### config.mk
export PLATFORM = sky130hd
export DESIGN_NAME = nand_xfer_irq
export DESIGN_NICKNAME = d
export VERILOG_FILES = /design/src/rtl/nand_xfer_irq_pkg.sv /design/src/rtl/nand_xfer_dp.sv /design/src/rtl/nand_xfer_ctrl.sv /design/src/rtl/nand_xfer_irq.sv
export SDC_FILE = /design/constraint.sdc
export NUM_CORES = 1
export LEC_CHECK = 0
export CORE_ASPECT_RATIO = 1.25
export CORE_MARGIN = 2
export CORE_UTILIZATION = 25
export DETAILED_ROUTE_END_ITERATION = 10
export DONT_BUFFER_PORTS = 1
export SLEW_MARGIN = 20
export SYNTH_ARGS = -nofsm -noshare
export SYNTH_HDL_FRONTEND = slang
export SYNTH_SLANG_ARGS = --single-unit
### constraint.sdc
create_clock -name clk -period 4.25 [get_ports clk]
set_clock_uncertainty 0.2 [all_clocks]
set_input_delay 0.2125 -clock clk [delete_from_list [all_inputs] [get_ports clk]]
set_output_delay 0.2125 -clock clk [all_outputs]
set_load 0.005 [all_outputs]
### src/rtl/nand_xfer_irq_pkg.sv
package nand_xfer_irq_pkg;

  localparam int REG_ADDR_W = 3;
  localparam int EVT_N      = 2;

  // event bit positions shared by raw, enable, set and clear registers
  localparam int EVT_RDY = 0;
  localparam int EVT_TC  = 1;

  // control word bit positions
  localparam int CTL_RUN  = 0;
  localparam int CTL_ECC  = 1;
  localparam int CTL_SRST = 2;

  localparam logic [REG_ADDR_W-1:0] ADDR_CTRL   = 3'd0;
  localparam logic [REG_ADDR_W-1:0] ADDR_COUNT  = 3'd1;
  localparam logic [REG_ADDR_W-1:0] ADDR_STATUS = 3'd2;
  localparam logic [REG_ADDR_W-1:0] ADDR_RAW    = 3'd3;
  localparam logic [REG_ADDR_W-1:0] ADDR_EN     = 3'd4;
  localparam logic [REG_ADDR_W-1:0] ADDR_SET    = 3'd5;
  localparam logic [REG_ADDR_W-1:0] ADDR_CLR    = 3'd6;
  localparam logic [REG_ADDR_W-1:0] ADDR_RESULT = 3'd7;

  // strobes from control to datapath
  typedef struct packed {
    logic softRst;
    logic loadCnt;
    logic run;
  } dpCmd_t;

endpackage

### src/rtl/nand_xfer_dp.sv
module nand_xfer_dp
  import nand_xfer_irq_pkg::*;
#(
  parameter int COUNT_W   = 16,
  parameter int BUF_DEPTH = 4
) (
  input  logic               clk,
  input  logic               rstN,
  input  dpCmd_t             cmd,
  input  logic [COUNT_W-1:0] loadVal,
  input  logic               devReady,
  input  logic               byteStrobe,
  input  logic               dmaPop,
  output logic [COUNT_W-1:0] count,
  output logic               xferReq,
  output logic               dmaNe,
  output logic               tcEvent,
  output logic               rdyEvent
);

  localparam int OCC_W = $clog2(BUF_DEPTH + 1);
  localparam logic [OCC_W-1:0]   OCC_FULL = OCC_W'(BUF_DEPTH);
  localparam logic [COUNT_W-1:0] CNT_ONE  = COUNT_W'(1);

  logic [OCC_W-1:0] occ;
  logic             readyQ;
  logic             accept;
  logic             drain;

  assign xferReq  = cmd.run && (count != '0) && (occ < OCC_FULL);
  assign accept   = byteStrobe && xferReq;
  assign drain    = dmaPop && (occ != '0);
  assign tcEvent  = accept && (count == CNT_ONE);
  assign rdyEvent = devReady && !readyQ;
  assign dmaNe    = (occ != '0);

  always_ff @(posedge clk or negedge rstN) begin
    if (!rstN) begin
      count <= '0;
    end else if (cmd.softRst) begin
      count <= '0;
    end else if (cmd.loadCnt) begin
      count <= loadVal;
    end else if (accept) begin
      count <= count - CNT_ONE;
    end
  end

  always_ff @(posedge clk or negedge rstN) begin
    if (!rstN) begin
      occ <= '0;
    end else if (cmd.softRst) begin
      occ <= '0;
    end else begin
      case ({accept, drain})
        2'b10:   occ <= occ + OCC_W'(1);
        2'b01:   occ <= occ - OCC_W'(1);
        default: occ <= occ;
      endcase
    end
  end

  // edge detector starts high so a line already high is not an edge
  always_ff @(posedge clk or negedge rstN) begin
    if (!rstN) readyQ <= 1'b1;
    else       readyQ <= devReady;
  end

  assert_count_step_R2: assert property (@(posedge clk) disable iff (!rstN)
    (accept && !cmd.loadCnt && !cmd.softRst) |=> (count == $past(count) - CNT_ONE));

  assert_no_req_at_zero_R3: assert property (@(posedge clk) disable iff (!rstN)
    (count == '0) |-> !xferReq);

  assert_occ_bound_R8: assert property (@(posedge clk) disable iff (!rstN)
    occ <= OCC_FULL);

  assert_occ_drain_R8: assert property (@(posedge clk) disable iff (!rstN)
    (drain && !accept && !cmd.softRst) |=> (occ == $past(occ) - OCC_W'(1)));

endmodule

### src/rtl/nand_xfer_ctrl.sv
module nand_xfer_ctrl
  import nand_xfer_irq_pkg::*;
#(
  parameter int COUNT_W = 16,
  parameter int DATA_W  = 32
) (
  input  logic                  clk,
  input  logic                  rstN,
  input  logic                  regWr,
  input  logic [REG_ADDR_W-1:0] regAddr,
  input  logic [DATA_W-1:0]     regWrData,
  output logic [DATA_W-1:0]     regRdData,
  input  logic [COUNT_W-1:0]    count,
  input  logic                  dmaNe,
  input  logic                  tcEvent,
  input  logic                  rdyEvent,
  input  logic                  devReady,
  input  logic                  ctrlFifoNe,
  output dpCmd_t                cmd,
  output logic [COUNT_W-1:0]    loadVal,
  output logic                  eccClear,
  output logic                  irq
);

  logic             runQ;
  logic             failQ;
  logic             eccQ;
  logic [EVT_N-1:0] rawQ;
  logic [EVT_N-1:0] enQ;
  logic [EVT_N-1:0] evt;
  logic             wrCtrl, wrSet, wrClr, wrEn, softRst;
  logic             unusedWrBits;

  assign wrCtrl  = regWr && (regAddr == ADDR_CTRL);
  assign wrSet   = regWr && (regAddr == ADDR_SET);
  assign wrClr   = regWr && (regAddr == ADDR_CLR);
  assign wrEn    = regWr && (regAddr == ADDR_EN);
  assign softRst = wrCtrl && regWrData[CTL_SRST];

  assign cmd.softRst = softRst;
  assign cmd.loadCnt = regWr && (regAddr == ADDR_COUNT);
  assign cmd.run     = runQ;
  assign loadVal     = regWrData[COUNT_W-1:0];
  assign unusedWrBits = ^regWrData;

  always_comb begin
    evt          = '0;
    evt[EVT_TC]  = tcEvent;
    evt[EVT_RDY] = rdyEvent;
  end

  always_ff @(posedge clk or negedge rstN) begin
    if (!rstN) begin
      runQ  <= 1'b0;
      failQ <= 1'b0;
      eccQ  <= 1'b0;
      enQ   <= '0;
    end else if (softRst) begin
      runQ  <= 1'b0;
      failQ <= 1'b0;
      eccQ  <= 1'b0;
      enQ   <= '0;
    end else begin
      eccQ <= wrCtrl && regWrData[CTL_ECC];
      if (wrCtrl) begin
        runQ <= regWrData[CTL_RUN];
        if (regWrData[CTL_RUN] && !runQ)
          failQ <= 1'b0;
        else if (!regWrData[CTL_RUN] && runQ && (count != '0))
          failQ <= 1'b1;
      end
      if (wrEn) enQ <= regWrData[EVT_N-1:0];
    end
  end

  for (genvar g = 0; g < EVT_N; g++) begin : gEvt
    always_ff @(posedge clk or negedge rstN) begin
      if (!rstN)                          rawQ[g] <= 1'b0;
      else if (softRst)                   rawQ[g] <= 1'b0;
      else if (evt[g] || (wrSet && regWrData[g])) rawQ[g] <= 1'b1;
      else if (wrClr && regWrData[g])     rawQ[g] <= 1'b0;
    end

    assert_set_wins_R6: assert property (@(posedge clk) disable iff (!rstN)
      (wrSet && regWrData[g]) |=> rawQ[g]);
  end

  assign irq      = |(rawQ & enQ);
  assign eccClear = eccQ;

  always_comb begin
    regRdData = '0;
    case (regAddr)
      ADDR_CTRL:   regRdData[CTL_RUN] = runQ;
      ADDR_COUNT:  regRdData[COUNT_W-1:0] = count;
      ADDR_STATUS: regRdData[2:0] = {dmaNe, ctrlFifoNe, devReady};
      ADDR_RAW:    regRdData[EVT_N-1:0] = rawQ;
      ADDR_EN:     regRdData[EVT_N-1:0] = enQ;
      ADDR_RESULT: regRdData[1:0] = {failQ, (count == '0) && !dmaNe};
      default:     regRdData = '0;
    endcase
  end

  assert_tc_sets_raw_R4: assert property (@(posedge clk) disable iff (!rstN)
    (tcEvent && !softRst) |=> rawQ[EVT_TC]);

  assert_rdy_sets_raw_R5: assert property (@(posedge clk) disable iff (!rstN)
    (rdyEvent && !softRst) |=> rawQ[EVT_RDY]);

  assert_clear_works_R6: assert property (@(posedge clk) disable iff (!rstN)
    (wrClr && regWrData[EVT_RDY] && !rdyEvent) |=> !rawQ[EVT_RDY]);

  assert_soft_reset_R10: assert property (@(posedge clk) disable iff (!rstN)
    softRst |=> (rawQ == '0 && enQ == '0 && !runQ && !failQ));

  assert_ecc_pulse_R11: assert property (@(posedge clk) disable iff (!rstN)
    eccQ |=> !eccQ);

  assert_run_holds_R12: assert property (@(posedge clk) disable iff (!rstN)
    (runQ && !wrCtrl) |=> runQ);

endmodule

### src/rtl/nand_xfer_irq.sv
module nand_xfer_irq
  import nand_xfer_irq_pkg::*;
#(
  parameter int COUNT_W   = 16,
  parameter int BUF_DEPTH = 4,
  parameter int DATA_W    = 32
) (
  input  logic                  clk,
  input  logic                  rstN,
  input  logic                  regWr,
  input  logic [REG_ADDR_W-1:0] regAddr,
  input  logic [DATA_W-1:0]     regWrData,
  output logic [DATA_W-1:0]     regRdData,
  input  logic                  devReady,
  input  logic                  ctrlFifoNe,
  input  logic                  byteStrobe,
  input  logic                  dmaPop,
  output logic                  xferReq,
  output logic                  eccClear,
  output logic                  irq
);

  dpCmd_t             cmd;
  logic [COUNT_W-1:0] loadVal;
  logic [COUNT_W-1:0] count;
  logic               dmaNe;
  logic               tcEvent;
  logic               rdyEvent;

  nand_xfer_ctrl #(.COUNT_W(COUNT_W), .DATA_W(DATA_W)) u_ctrl (
    .clk        (clk),
    .rstN       (rstN),
    .regWr      (regWr),
    .regAddr    (regAddr),
    .regWrData  (regWrData),
    .regRdData  (regRdData),
    .count      (count),
    .dmaNe      (dmaNe),
    .tcEvent    (tcEvent),
    .rdyEvent   (rdyEvent),
    .devReady   (devReady),
    .ctrlFifoNe (ctrlFifoNe),
    .cmd        (cmd),
    .loadVal    (loadVal),
    .eccClear   (eccClear),
    .irq        (irq)
  );

  nand_xfer_dp #(.COUNT_W(COUNT_W), .BUF_DEPTH(BUF_DEPTH)) u_dp (
    .clk        (clk),
    .rstN       (rstN),
    .cmd        (cmd),
    .loadVal    (loadVal),
    .devReady   (devReady),
    .byteStrobe (byteStrobe),
    .dmaPop     (dmaPop),
    .count      (count),
    .xferReq    (xferReq),
    .dmaNe      (dmaNe),
    .tcEvent    (tcEvent),
    .rdyEvent   (rdyEvent)
  );

endmodule

After elaboration in Yosys (flattened, before gate mapping)
Index checks and enable logic that the tools add are counted.
{"block": "op_classes", "n_bitwise": 1, "mux": 24, "n_addsub": 3, "magnitude_cmp": 1, "eq_ne": 10, "n_reduce_logical": 40}
{"cell": "16-bit two-way mux", "count": 3}
{"cell": "1-bit logical AND", "count": 21}
{"cell": "3-bit nonzero test", "count": 6}
{"cell": "16-bit by 1-bit == test with 1-bit output (second input constant)", "count": 1}
{"cell": "16-bit zero test", "count": 1}
{"cell": "16-bit nonzero test", "count": 1}
{"cell": "16-bit by 1-bit subtractor with 16-bit output (second input constant)", "count": 1}
{"cell": "1-bit two-way mux", "count": 13}
{"cell": "13-bit two-way mux", "count": 1}
{"cell": "3-bit == test (second input constant)", "count": 4}
{"cell": "3-bit by 2-bit == test with 1-bit output (second input constant)", "count": 2}
{"cell": "1-bit case mux with 6 select lines", "count": 1}
{"cell": "3-bit case mux with 2 select lines", "count": 1}
{"cell": "1-bit case mux with 5 select lines", "count": 1}
{"cell": "1-bit zero test", "count": 4}
{"cell": "2-bit two-way mux", "count": 2}
{"cell": "2-bit nonzero test", "count": 2}
{"cell": "3-bit by 1-bit adder with 3-bit output (second input constant)", "count": 1}
{"cell": "3-bit by 1-bit == test with 1-bit output (second input constant)", "count": 1}
{"cell": "3-bit zero test", "count": 1}
{"cell": "3-bit < comparator (second input constant)", "count": 1}
{"cell": "3-bit two-way mux", "count": 1}
{"cell": "3-bit by 1-bit subtractor with 3-bit output (second input constant)", "count": 1}
{"cell": "2-bit bitwise AND", "count": 1}
{"cell": "other kinds (6)", "count": 7}
{"block": "word_totals", "output_inout_bits": 35, "register_bits": 27}

Logic depth before layout (Yosys ltp)
Gate-level depths: netlist (run 1).
{"block": "logic_depth", "ltp_word": 8, "depth_mapped": 9, "mapped_depth_nobuf": 9}

Hierarchy
Synthesis (run 1) repeated with hierarchy kept, for this count alone.
{"block": "hier_totals", "hier_cells": 249, "area_unflattened_um2": 2130.8}
{"mod": "nand_xfer_dp", "cells_per_inst": 139, "area_per_inst_um2": 1253.7, "n_inst": 1}
{"mod": "nand_xfer_ctrl", "cells_per_inst": 110, "area_per_inst_um2": 877.1, "n_inst": 1}

Least setup slack after synthesis (run 1)
No wires, ideal clock.
{"block": "synth_timing", "path_type": "flip-flop to flip-flop", "start": "register u_dp.count[0]", "end": "register u_dp.occ[2]", "path_slack_ps": 1741, "setup_ps": 78, "arrival_ps": 2231, "required_ps": 3972, "path_stages_with_launch": 10, "path_cell_list": "dfrtp_1 -> inv_1 -> ha_1 -> nor3b_2 -> a41oi_2 -> nor2_1 -> fa_1 -> nor4_1 -> a31oi_1 -> a21oi_1"}
{"block": "synth_between", "elab_chain_len": 7, "word_cells_on_any_way": 9, "cone_classes": "eq/ne: 2; mux: 2; reduce/logical: 5"}
{"element": "start: declaration", "line": "nand_xfer_dp.sv:14", "source": "output logic [COUNT_W-1:0] count,"}
{"element": "start signal: assignment", "line": "nand_xfer_dp.sv:43", "source": "count <= loadVal;"}
{"element": "start signal: assignment", "line": "nand_xfer_dp.sv:45", "source": "count <= count - CNT_ONE;"}
{"element": "16-bit nonzero test *", "line": "nand_xfer_dp.sv:30", "source": "assign xferReq = cmd.run && (count != '0) && (occ < OCC_FULL);"}
{"element": "1-bit logical AND * (2 in a row)", "line": "nand_xfer_dp.sv:30"}
{"element": "1-bit logical AND *", "line": "nand_xfer_dp.sv:31", "source": "assign accept = byteStrobe && xferReq;"}
{"element": "2-bit by 1-bit == test with 1-bit output or 2-bit == test (tied branches)", "line": "nand_xfer_dp.sv:55", "source": "case ({accept, drain})"}
{"element": "3-bit case mux with 2 select lines", "line": "nand_xfer_dp.sv:55"}
{"element": "3-bit two-way mux", "line": "nand_xfer_dp.sv:52", "source": "end else if (cmd.softRst) begin"}
{"element": "end signal: assignment", "line": "nand_xfer_dp.sv:56", "source": "2'b10: occ <= occ + OCC_W'(1);"}
{"element": "end signal: assignment", "line": "nand_xfer_dp.sv:57", "source": "2'b01: occ <= occ - OCC_W'(1);"}
{"element": "end: declaration", "line": "nand_xfer_dp.sv:25", "source": "logic [OCC_W-1:0] occ;"}
Every way passes the cells marked *; elsewhere a longest branch is shown, timed or not.
A chain may end at the register's enable or synchronous reset.

Worst setup path in the final report (run 1)
Ends and elaborated chain as after synthesis.

==> results.md, run 1 <==
- Antenna-violating nets left: 0
- Gr usage total: 10.84%
- GR Layer Usage met2: 17.14%
- Multi-input gate area: 1200 µm²
- Startpoint Class: flip-flop
- VDD IR max: 0.1590 mV
- Global routing's busiest layer: met2
- Number of post-CTS setup repair buffers: 0
- Most common cell after layout, fill and taps aside: dfrtp_1
- Via count: 1670
- Cts bufs inserted: 3
- DR iter-0 viols: 78
- Sequential Power Share: 49.9%
- Post-CTS sizing: 0
- Final non-filler cell total: 336
- Number of port buffers: 0
- Hold Crit Class: in -> reg
- Final worst-path cycle share: 66.45%
- Area Growth Syn to Fin: 15.28%
- CTS clk-pin slew, worst paths: 0.09 ns
- Met1 Track Usage GR: 14.30%
- Vias per inst: 4.970
- Die H: 104.0 µm
- CTS tree: done
- DR DRC count: 0
- Max_cap viols: 0
- Most frequent cells in the layout: 26 x dfrtp_1, 23 x a21oi_1, 22 x dlygate4sd3_1
- RePlAce Congestion: 0.8288
- Placed wire-length estimate: 3424 µm
- Placed Cells: 309
- FMAX: 354.1 MHz
- Setup TNS: 0 ns
- IO Pins: 77
- ANT cells: 0
- CP arrival: 2.83 ns
- DRT Pass-1 Iters: 4
- YS warnings: 0
- Vias in the first global route: 1570
- Worst slew pin tran: 0.7594 ns
- Wirelength per Cell: 14.22 µm
- First-pass GRT wire length: 7728 µm
- Setup CP Type: reg -> reg
- Cell Area, Synth: 1998 µm²
- Pleak: 0.8814 nW
- Psw: 0.3202 mW
- Nets: 288
- FFs w/ async S/R, synth: 100.0%
- Mapped Cells: 225
- Final hold violations: 0
- Sequential area share after synthesis: 33.88%
- Worst rel slew slack: 49.27%
- Die W: 83.97 µm
- Internal power: 0.5399 mW
- CTS Root Cell: clkbuf_8
- Antenna violations before repair: 0
- Clock power share: 17.2%
- Area leader, netlist: dfrtp_1
- Final Setup Violations: 0
- Post-synth EDFFs: 0
- Layout cells sized above 1: 7.884%
- H-tree Lvls: 1
- Skew-Pair Late Insertion Delay: 0.27 ns
- Post-synth top area share: 32.56%
- Met3 Resource Use GR: 3.571%
- Register Area: 676.9 µm²
- Predominant post-synthesis flop cell: dfrtp_1
- Floorplan row count: 36
- Outcome: complete, no violations
- Required @ worst endpoint: 4.25 ns
- Cell area power density: 373.4 nW/µm²
- Synth Register Bits: 27
- CTS sink count: 27
- Drt total wl: 4779 µm
- Largest net degree at the start of global routing: 32
- Initial core utilization: 25.64%
- Die area: 8729 µm²
- Clock Path Buffers: 2
- Top cells by area, synth: dfrtp_1 33%, buf_4 6.0%, a21oi_1 5.8%
- RSZ-0062 raised after global routing: false
- Remaining global-route overflow: 0
- CP Capture Type: flip-flop
- Sw Ratio: 37.23%
- Min Clock Period, post-route: 2.824 ns
- Post-Syn Area per Cell: 8.881 µm²
- Combinational share of power: 32.9%
- Max Slew Vio Count: 0
- Number of fill cells in the layout: 845
- Core box area: 7792 µm²
- Hold-fix buffers, CTS: 23
- CP max FO: 9
- Unique masters post-synth: 48
## sequential cells by signal (all words and copies together), names as in the netlist
signal and cells:
u_ctrl.eccClear 1, u_ctrl.enQ 2, u_ctrl.failQ 1, u_ctrl.rawQ 2, u_ctrl.runQ 1, u_dp.count 16
u_dp.occ 3, u_dp.readyQ 1
## cells by family (layout without fill, tap and decap cells)
kind of cell               after synthesis  in the layout  synth area share [%]
xor gates and xnor gates                14             14                 6.137
muxes                                    6              6                 3.068
and+or+nand+nor                         86             86                 28.55
adders and majority gates                4              4                 2.881
buffers and inverters                   31             32                 8.891
other                                    1             16                0.1877
AOI/OAI and AO/OA                       56             56                 16.41
DFF                                     27             27                 33.88
## path summary, 6_finish.rpt
check,from,end,slack (ns),cells after the start
worst min-delay path,regAddr[2],u_ctrl.rawQ[1]$_DFFE_PN0P_,0.03,3
worst min register to register,u_ctrl.enQ[0]$_DFFE_PN0P_,u_ctrl.enQ[0]$_DFFE_PN0P_,0.33,1
worst max-delay path,u_dp.count[0]$_DFFE_PN0P_,u_dp.occ[2]$_DFFE_PN0P_,1.43,9
min in group asynchronous,rstN,u_dp.occ[0]$_DFFE_PN0P_,0.18,2
max in group asynchronous,rstN,u_dp.readyQ$_DFF_PN1_,3.44,2
worst max register to register,u_dp.count[0]$_DFFE_PN0P_,u_dp.occ[2]$_DFFE_PN0P_,1.43,9
## layer usage
metal	vias up	wire, µm
met5	-	0
met4	0	74
met3	7	348
met2	64	2209
met1	791	2147
li1	808	-
## cells in the mapped netlist, types with 3 or more instances
| cell type | number |
|---|---|
| o21ai_0 | 19 |
| nor2b_1 | 4 |
| and3_1 | 3 |
| nor3_2 | 3 |
| buf_4 | 16 |
| nand3b_1 | 7 |
| inv_1 | 4 |
| clkbuf_1 | 9 |
| xor2_1 | 3 |
| dfrtp_1 | 26 |
| nor3_1 | 4 |
| and2_1 | 15 |
| nand2_1 | 9 |
| nor4_1 | 3 |
| nand4b_1 | 3 |
| mux2i_1 | 5 |
| xnor2_1 | 11 |
| ha_1 | 3 |
| or3_1 | 3 |
| a21oi_1 | 23 |
| nor2_1 | 15 |
## layout make-up
class | count | area share, %
flip-flops and latches | 27 | 29.39
well taps | 95 | 5.160
inverters | 4 | 0.6518
multi-input cells | 182 | 52.09
repair buffers | 24 | 10.76
clock buffers | 4 | 1.955
## critical path, cell delays in order, from the launching register on
cell,delay (ns)
dfrtp_1,0.48
inv_1,0.10
ha_1,0.22
nor3b_2,0.21
a41oi_2,0.52
nor2_1,0.13
fa_1,0.41
nor4_1,0.26
a31oi_1,0.07
a21oi_1,0.16
## power groups by stage
| stage | registers [mW] | logic [mW] | clock network, mW |
|---|---|---|---|
| 2_1_floorplan | 0.406 | 0.238 | 0 |
| 3_3_place_gp | 0.433 | 0.249 | 0 |
| 3_5_place_dp | 0.434 | 0.258 | 0 |
| 4_1_cts | 0.429 | 0.286 | 0.158 |
| 5_1_grt | 0.447 | 0.324 | 0.167 |
| 6_report | 0.429 | 0.283 | 0.148 |
## through the flow
stage	util, %	hold WS, ns	setup slack [ns]	power, mW	area [µm²]
2_1_floorplan	-	-0.2831	1.741	0.6434	2054
3_3_place_gp	25.90	-0.2819	1.499	0.6821	2018
3_5_place_dp	25.90	-0.2820	1.412	0.6922	2018
4_1_cts	29.56	0.008845	1.390	0.8730	2303
5_1_grt	29.56	0.05215	1.197	0.9380	2303
6_report	29.56	0.03284	1.426	0.8601	2303
Note: power is estimated with default switching activity, not from simulation.
==> run 2, diff against run 1 <==
clock period = 2.73 ns   (was 4.25 ns; I/O delays follow)
==> run 2 against run 1 <==
  * Power grew 58%
  * Utilization grew 0.67 points
  * Cell count grew 1.8%
  * Global-route usage grew 0.54 points
  * Die area is the same
  * Non-clock buffer count grew 6
  * First-iteration DRC count shrank 40%
  * Critical path type is now reg -> out
  * Largest power group unchanged
==> results.md, run 2 (same netlist as run 1, synthesis figures left out) <==
- Gr usage total: 11.38% (+0.54 points)
- Max_cap viols: 0 (unchanged)
- Setup TNS: 0 ns (unchanged)
- Worst-case hold slack: 0.01104 ns (-0.02180 ns)
- Max Slew Vio Count: 0 (unchanged)
- CTS Root Cell: clkbuf_8
- CTS tree: done
- Most common cell after layout, fill and taps aside: dfrtp_1
- Hold Crit Class: in -> reg
- Slowest cell on crit path: o31ai_1
- Final hold violations: 0 (unchanged)
- Final worst-path cycle share: 90.23%
- Vias in the first global route: 1660 (+5.7%)
- Antenna violations before repair: 0 (unchanged)
- RSZ-0062 raised after global routing: false
- DR iter-0 viols: 47 (-40%)
- Worst rel slew slack: 50.48% (+1.2 points)
- Worst slew pin tran: 0.7413 ns (-0.01811 ns)
- DRT Pass-1 Iters: 4 (unchanged)
- Startpoint Class: flip-flop
- Cts bufs inserted: 3 (unchanged)
- Area Growth Syn to Fin: 17.91%
- Nets: 294 (+2.1%)
- Reg with most FFs: u_dp.count
- Pwr Total: 1.357 mW (+58%)
- H-tree Lvls: 1 (unchanged)
- DR DRC count: 0 (unchanged)
- Register Area: 676.9 µm² (unchanged)
- CP Capture Type: output pin
- Multi-input gate area: 1200 µm² (unchanged)
- Largest regs: u_dp.count (16), u_dp.occ (3)
- First-pass GRT wire length: 8135 µm (+5.3%)
- Pleak: 0.9114 nW (+3.4%)
- Floorplan row count: 36 (unchanged)
- CP arrival: 2.13 ns (-0.70 ns)
- Post-CTS sizing: 0 (unchanged)
- CTS sink count: 27 (unchanged)
- Via count: 1650 (-1.2%)
- Initial core utilization: 25.64% (unchanged)
- CP max FO: 5 (-4)
- Die W: 83.97 µm (unchanged)
- FMAX: 406.0 MHz
- Final Setup Violations: 0 (unchanged)
- Die H: 104.0 µm (unchanged)
- VDD IR max: 0.2181 mV (+37%)
- RePlAce Congestion: 0.8349 (+0.74%)
- Largest net degree at the start of global routing: 28 (-13%)
- Number of port buffers: 0 (unchanged)
- CTS clk-pin slew, worst paths: 0.09 ns (about the same)
- Most frequent cells in the layout: 26 x dfrtp_1, 25 x dlygate4sd3_1, 23 x a21oi_1
- Clock Path Buffers: 2 (unchanged)
- Layout cells sized above 1: 8.907% (+1.0 points)
- Wirelength per Cell: 14.31 µm (+0.61%)
- Remaining global-route overflow: 0 (unchanged)
- Number of fill cells in the layout: 828 (-2.0%)
- Cells on worst reg2reg path: 9 (unchanged)
- ANT cells: 0 (unchanged)
- Max reg flops: 16 (unchanged)
- Cell chain of the critical path: inv_1 -> ha_1 -> nor3b_2 -> buf_4 -> nand4_1 -> o31ai_1
- Min Clock Period, post-route: 2.463 ns
- Hold Crit Depth: 4 (+1)
- Required @ worst endpoint: 2.39 ns (-1.86 ns)
- Cell area power density: 576.0 nW/µm² (+54%)
- Vias per inst: 4.825 (-2.9%)
- Placed wire-length estimate: 3476 µm (+1.5%)
- Setup CP Type: reg -> out
- IO Pins: 77 (unchanged)
- Core box area: 7792 µm² (unchanged)
- Outcome: complete, no violations
- Crit path largest cell delay: 0.45 ns (-0.07 ns)
- Antenna-violating nets left: 0 (unchanged)
- Die area: 8729 µm² (unchanged)
- Skew-Pair Late Insertion Delay: 0.27 ns (about the same)
- Drt total wl: 4894 µm (+2.4%)
==> run 2: cell types whose count changed in the layout (fill, tap and decap cells not counted) <==
cell | previous run | this run
buf_4 | 1 | 4
dlygate4sd3_1 | 22 | 25
==> run 2: final timing paths <==
kind                                      startpoint                         to  slack (ns)
max in group asynchronous                       rstN      u_dp.readyQ$_DFF_PN1_        2.02
min in group asynchronous                       rstN    u_dp.occ[1]$_DFFE_PN0P_        0.09
setup reg to reg           u_dp.count[0]$_DFFE_PN0P_    u_dp.occ[2]$_DFFE_PN0P_        0.29
hold reg to reg            u_ctrl.enQ[1]$_DFFE_PN0P_  u_ctrl.enQ[1]$_DFFE_PN0P_        0.34
setup / recovery           u_dp.count[1]$_DFFE_PN0P_               regRdData[0]        0.27
hold / removal                            regAddr[1]   u_ctrl.failQ$_DFFE_PN0P_        0.01
==> run 2: what timing repair did <==
item                      CTS  global route
hold endpoints to repair   51             0
buffers inserted            0             0
hold buffers               26             0
==> run 2: per-stage QoR <==
step                std cells  cell area (µm²)  worst slack (ns)  utilization (%)
finish                    342             2356            0.2668            30.23
global route              342             2356           0.01903            30.23
CTS                       342             2356            0.2670            30.23
detailed placement        312             2041            0.3382            26.19
floorplan                 240             2054            0.2211                -
global placement          312             2041            0.3637            26.19
==> run 2: layout make-up <==
cell class,count,share of cell area [%]
clock buffer,4,1.912
inverter,4,0.6373
multi-input combinational,182,50.93
sequential,27,28.73
tap,95,5.045
timing repair buffer,30,12.75
==> run 2: report_power, final <==
part	total (mW)	switching, mW	internal (mW)
Combinational	0.459	0.218	0.241
Sequential	0.670	0.161	0.509
Clock	0.228	0.124	0.105
==> run 2: worst max-delay path, delay by kind of cell (launching register included) <==
family / cells / cell delay, ns
buf+inv: 2 / 0.31
fa+ha+maj: 1 / 0.18
simple gates: 2 / 0.48
compound gates: 1 / 0.45
flops: 1 / 0.43
==> run 2: per-layer routing <==
layer	GRT usage, %	wire length [µm]	share of wire [%]	vias to the layer above
li1	-	-	-	815
met1	14.59	2212	45	778
met2	18.63	2296	47	53
met3	3.571	335	6.8	4
met4	2.765	50	1.0	0
met5	0	0	0	-
==> run 3, diff against run 2 <==
CORE_UTILIZATION = 55   (was 25)
PLACE_DENSITY = 0.7   (was default)
==> run 3 against run 2 <==
  * Global-route usage up 13 points
  * Register-to-register slack better by 0.05 ns
  * Count of clock-buffer cells in the layout unchanged
  * Sequential share of layout area up 0.66 points
  * Power up 0.65%
  * Utilization up 36 points
  * First-iteration DRC count up 55%
  * Fmax up 2.4%
==> results.md, run 3 (same netlist as run 1, synthesis figures left out) <==
- Outcome: complete, no violations
- IO Pins: 77 (unchanged)
- Nets: 296 (+0.68%)
- VDD IR max: 0.4223 mV (+94%)
- Antenna violations before repair: 0 (unchanged)
- DR DRC count: 0 (unchanged)
- Antenna-violating nets left: 0 (unchanged)
- Sw Ratio: 37.24% (+0.17 points)
- Die W: 57.91 µm (-31%)
- Via count: 1674 (+1.5%)
- DR iter-0 viols: 73 (+55%)
- CP arrival: 2.07 ns (-0.06 ns)
- Vias in the first global route: 1691 (+1.9%)
- Pleak: 0.9234 nW (+1.3%)
- Final Setup Violations: 0 (unchanged)
- Max_cap viols: 0 (unchanged)
- Area Growth Syn to Fin: 15.28%
- Internal power: 0.8572 mW (+0.38%)
- Worst-case hold slack: 0.01905 ns (+0.008004 ns)
- Core box area: 3483 µm² (-55%)
- CTS clk-pin slew, worst paths: 0.09 ns (about the same)
- Min Clock Period, post-route: 2.406 ns (-0.05705 ns)
- Skew-Pair Late Insertion Delay: 0.27 ns (about the same)
- Layout cells sized above 1: 9.237% (+0.33 points)
- Gr usage total: 23.94% (+13 points)
- Clock Path Buffers: 2 (unchanged)
- Setup CP Type: reg -> out
- Largest net degree at the start of global routing: 32 (+14%)
- First-pass GRT wire length: 7707 µm (-5.3%)
- Initial core utilization: 57.36% (+32 points)
- Die H: 71.39 µm (-31%)
- Fin area: 2303 µm² (-2.2%)
- Floorplan row count: 24 (-33%)
- Remaining global-route overflow: 0 (unchanged)
- Register Area: 676.9 µm² (unchanged)
- Multi-input gate area: 1200 µm² (unchanged)
- DRT Pass-1 Iters: 4 (unchanged)
- Number of port buffers: 0 (unchanged)
- FMAX: 415.6 MHz (+2.4%)
- Hold Crit Class: in -> reg
- Worst slew pin tran: 0.7053 ns (-0.03607 ns)
- Hold Crit Depth: 2 (-2)
- Die area: 4134 µm² (-53%)
- Pwr Total: 1.366 mW (+0.65%)
- Sequential Power Share: 49.0% (-0.3 points)
- Clock power share: 16.7% (about the same)
- CTS Root Cell: clkbuf_8
- Setup ws final: 0.3238 ns (+0.05705 ns)
- Most frequent cells in the layout: 26 x dlygate4sd3_1, 26 x dfrtp_1, 23 x a21oi_1
- Max Slew Vio Count: 0 (unchanged)
- Largest regs: u_dp.count (16), u_dp.occ (3)
- Wirelength per Cell: 15.84 µm (+11%)
- Vias per inst: 5.813 (+20%)
- Cells on worst reg2reg path: 9 (unchanged)
- Worst rel slew slack: 52.89% (+2.4 points)
- Final worst-path cycle share: 88.14% (-2.1 points)
- CTS sink count: 27 (unchanged)
- Final hold violations: 0 (unchanged)
- Max reg flops: 16 (unchanged)
- Setup TNS: 0 ns (unchanged)
- H-tree Lvls: 1 (unchanged)
- RePlAce Congestion: 0.8228 (-1.4%)
- Number of fill cells in the layout: 298 (-64%)
- ANT cells: 0 (unchanged)
- CP Capture Type: output pin
- CP max FO: 5 (unchanged)
- Cell area power density: 592.9 nW/µm² (+3.0%)
- Reg with most FFs: u_dp.count
- Required @ worst endpoint: 2.39 ns (about the same)
- Placed Area: 1978 µm² (-3.1%)
- Pre-CTS setup slack: 0.3514 ns (+0.01320 ns)
- Post-CTS sizing: 0 (unchanged)
- RSZ-0062 raised after global routing: false
- Psw: 0.5087 mW (+1.1%)
- Drt total wl: 4561 µm (-6.8%)
- Startpoint Class: flip-flop
- CTS tree: done
- Cts bufs inserted: 3 (unchanged)
- Combinational share of power: 34.3% (+0.5 points)
- Placed wire-length estimate: 3220 µm (-7.4%)
run 3: area by class of cell:
cell class,instances,share of cell area (%)
repair buffers,32,13.80
multi-input cells,182,52.09
flip-flops and latches,27,29.39
inverters,4,0.6518
clock buffers,4,1.955
well taps,39,2.118
run 3: per-stage QoR:
step	cells	utilization, %
finish	288	66.13
global route	288	66.13
CTS	288	66.13
detailed placement	257	56.79
global placement	257	56.79
floorplan	240	-
run 3: final timing paths:
kind / start / endpoint / slack [ns]
setup / recovery: u_dp.count[1]$_DFFE_PN0P_ / regRdData[0] / 0.32
hold / removal: regAddr[1] / u_ctrl.enQ[0]$_DFFE_PN0P_ / 0.02
setup reg to reg: u_dp.count[0]$_DFFE_PN0P_ / u_dp.occ[2]$_DFFE_PN0P_ / 0.34
hold reg to reg: u_ctrl.enQ[0]$_DFFE_PN0P_ / u_ctrl.enQ[0]$_DFFE_PN0P_ / 0.34
max in group asynchronous: rstN / u_dp.readyQ$_DFF_PN1_ / 2.00
min in group asynchronous: rstN / u_ctrl.runQ$_DFFE_PN0P_ / 0.10
run 3: worst max-delay path, stage by stage, from the launching register on:
cell     delay (ns)
dfrtp_1        0.43
inv_1          0.13
ha_1           0.18
nor3b_2        0.22
buf_4          0.18
nand4_1        0.24
o31ai_1        0.41
run 3: power by group through the flow:
stage / registers (mW) / logic (mW) / clock network [mW]
floorplan: 0.631 / 0.370 / 0
global placement: 0.664 / 0.400 / 0
detailed placement: 0.675 / 0.420 / 0
CTS: 0.667 / 0.471 / 0.235
global route: 0.694 / 0.533 / 0.254
finish: 0.669 / 0.468 / 0.229
run 3: timing repair:
item / in CTS / in global routing
setup buffers: 0 / 0
hold buffers: 27 / 0
hold endpoints to repair: 51 / 0
run 3: layer usage:
layer / GRT usage, % / vias to the layer above / share of wire, %
met4: 9.819 / 0 / 1.4
met1: 27.95 / 795 / 38
met2: 42.05 / 50 / 55
li1: - / 824 / -
met5: 0 / - / 0
met3: 5.054 / 5 / 5.3
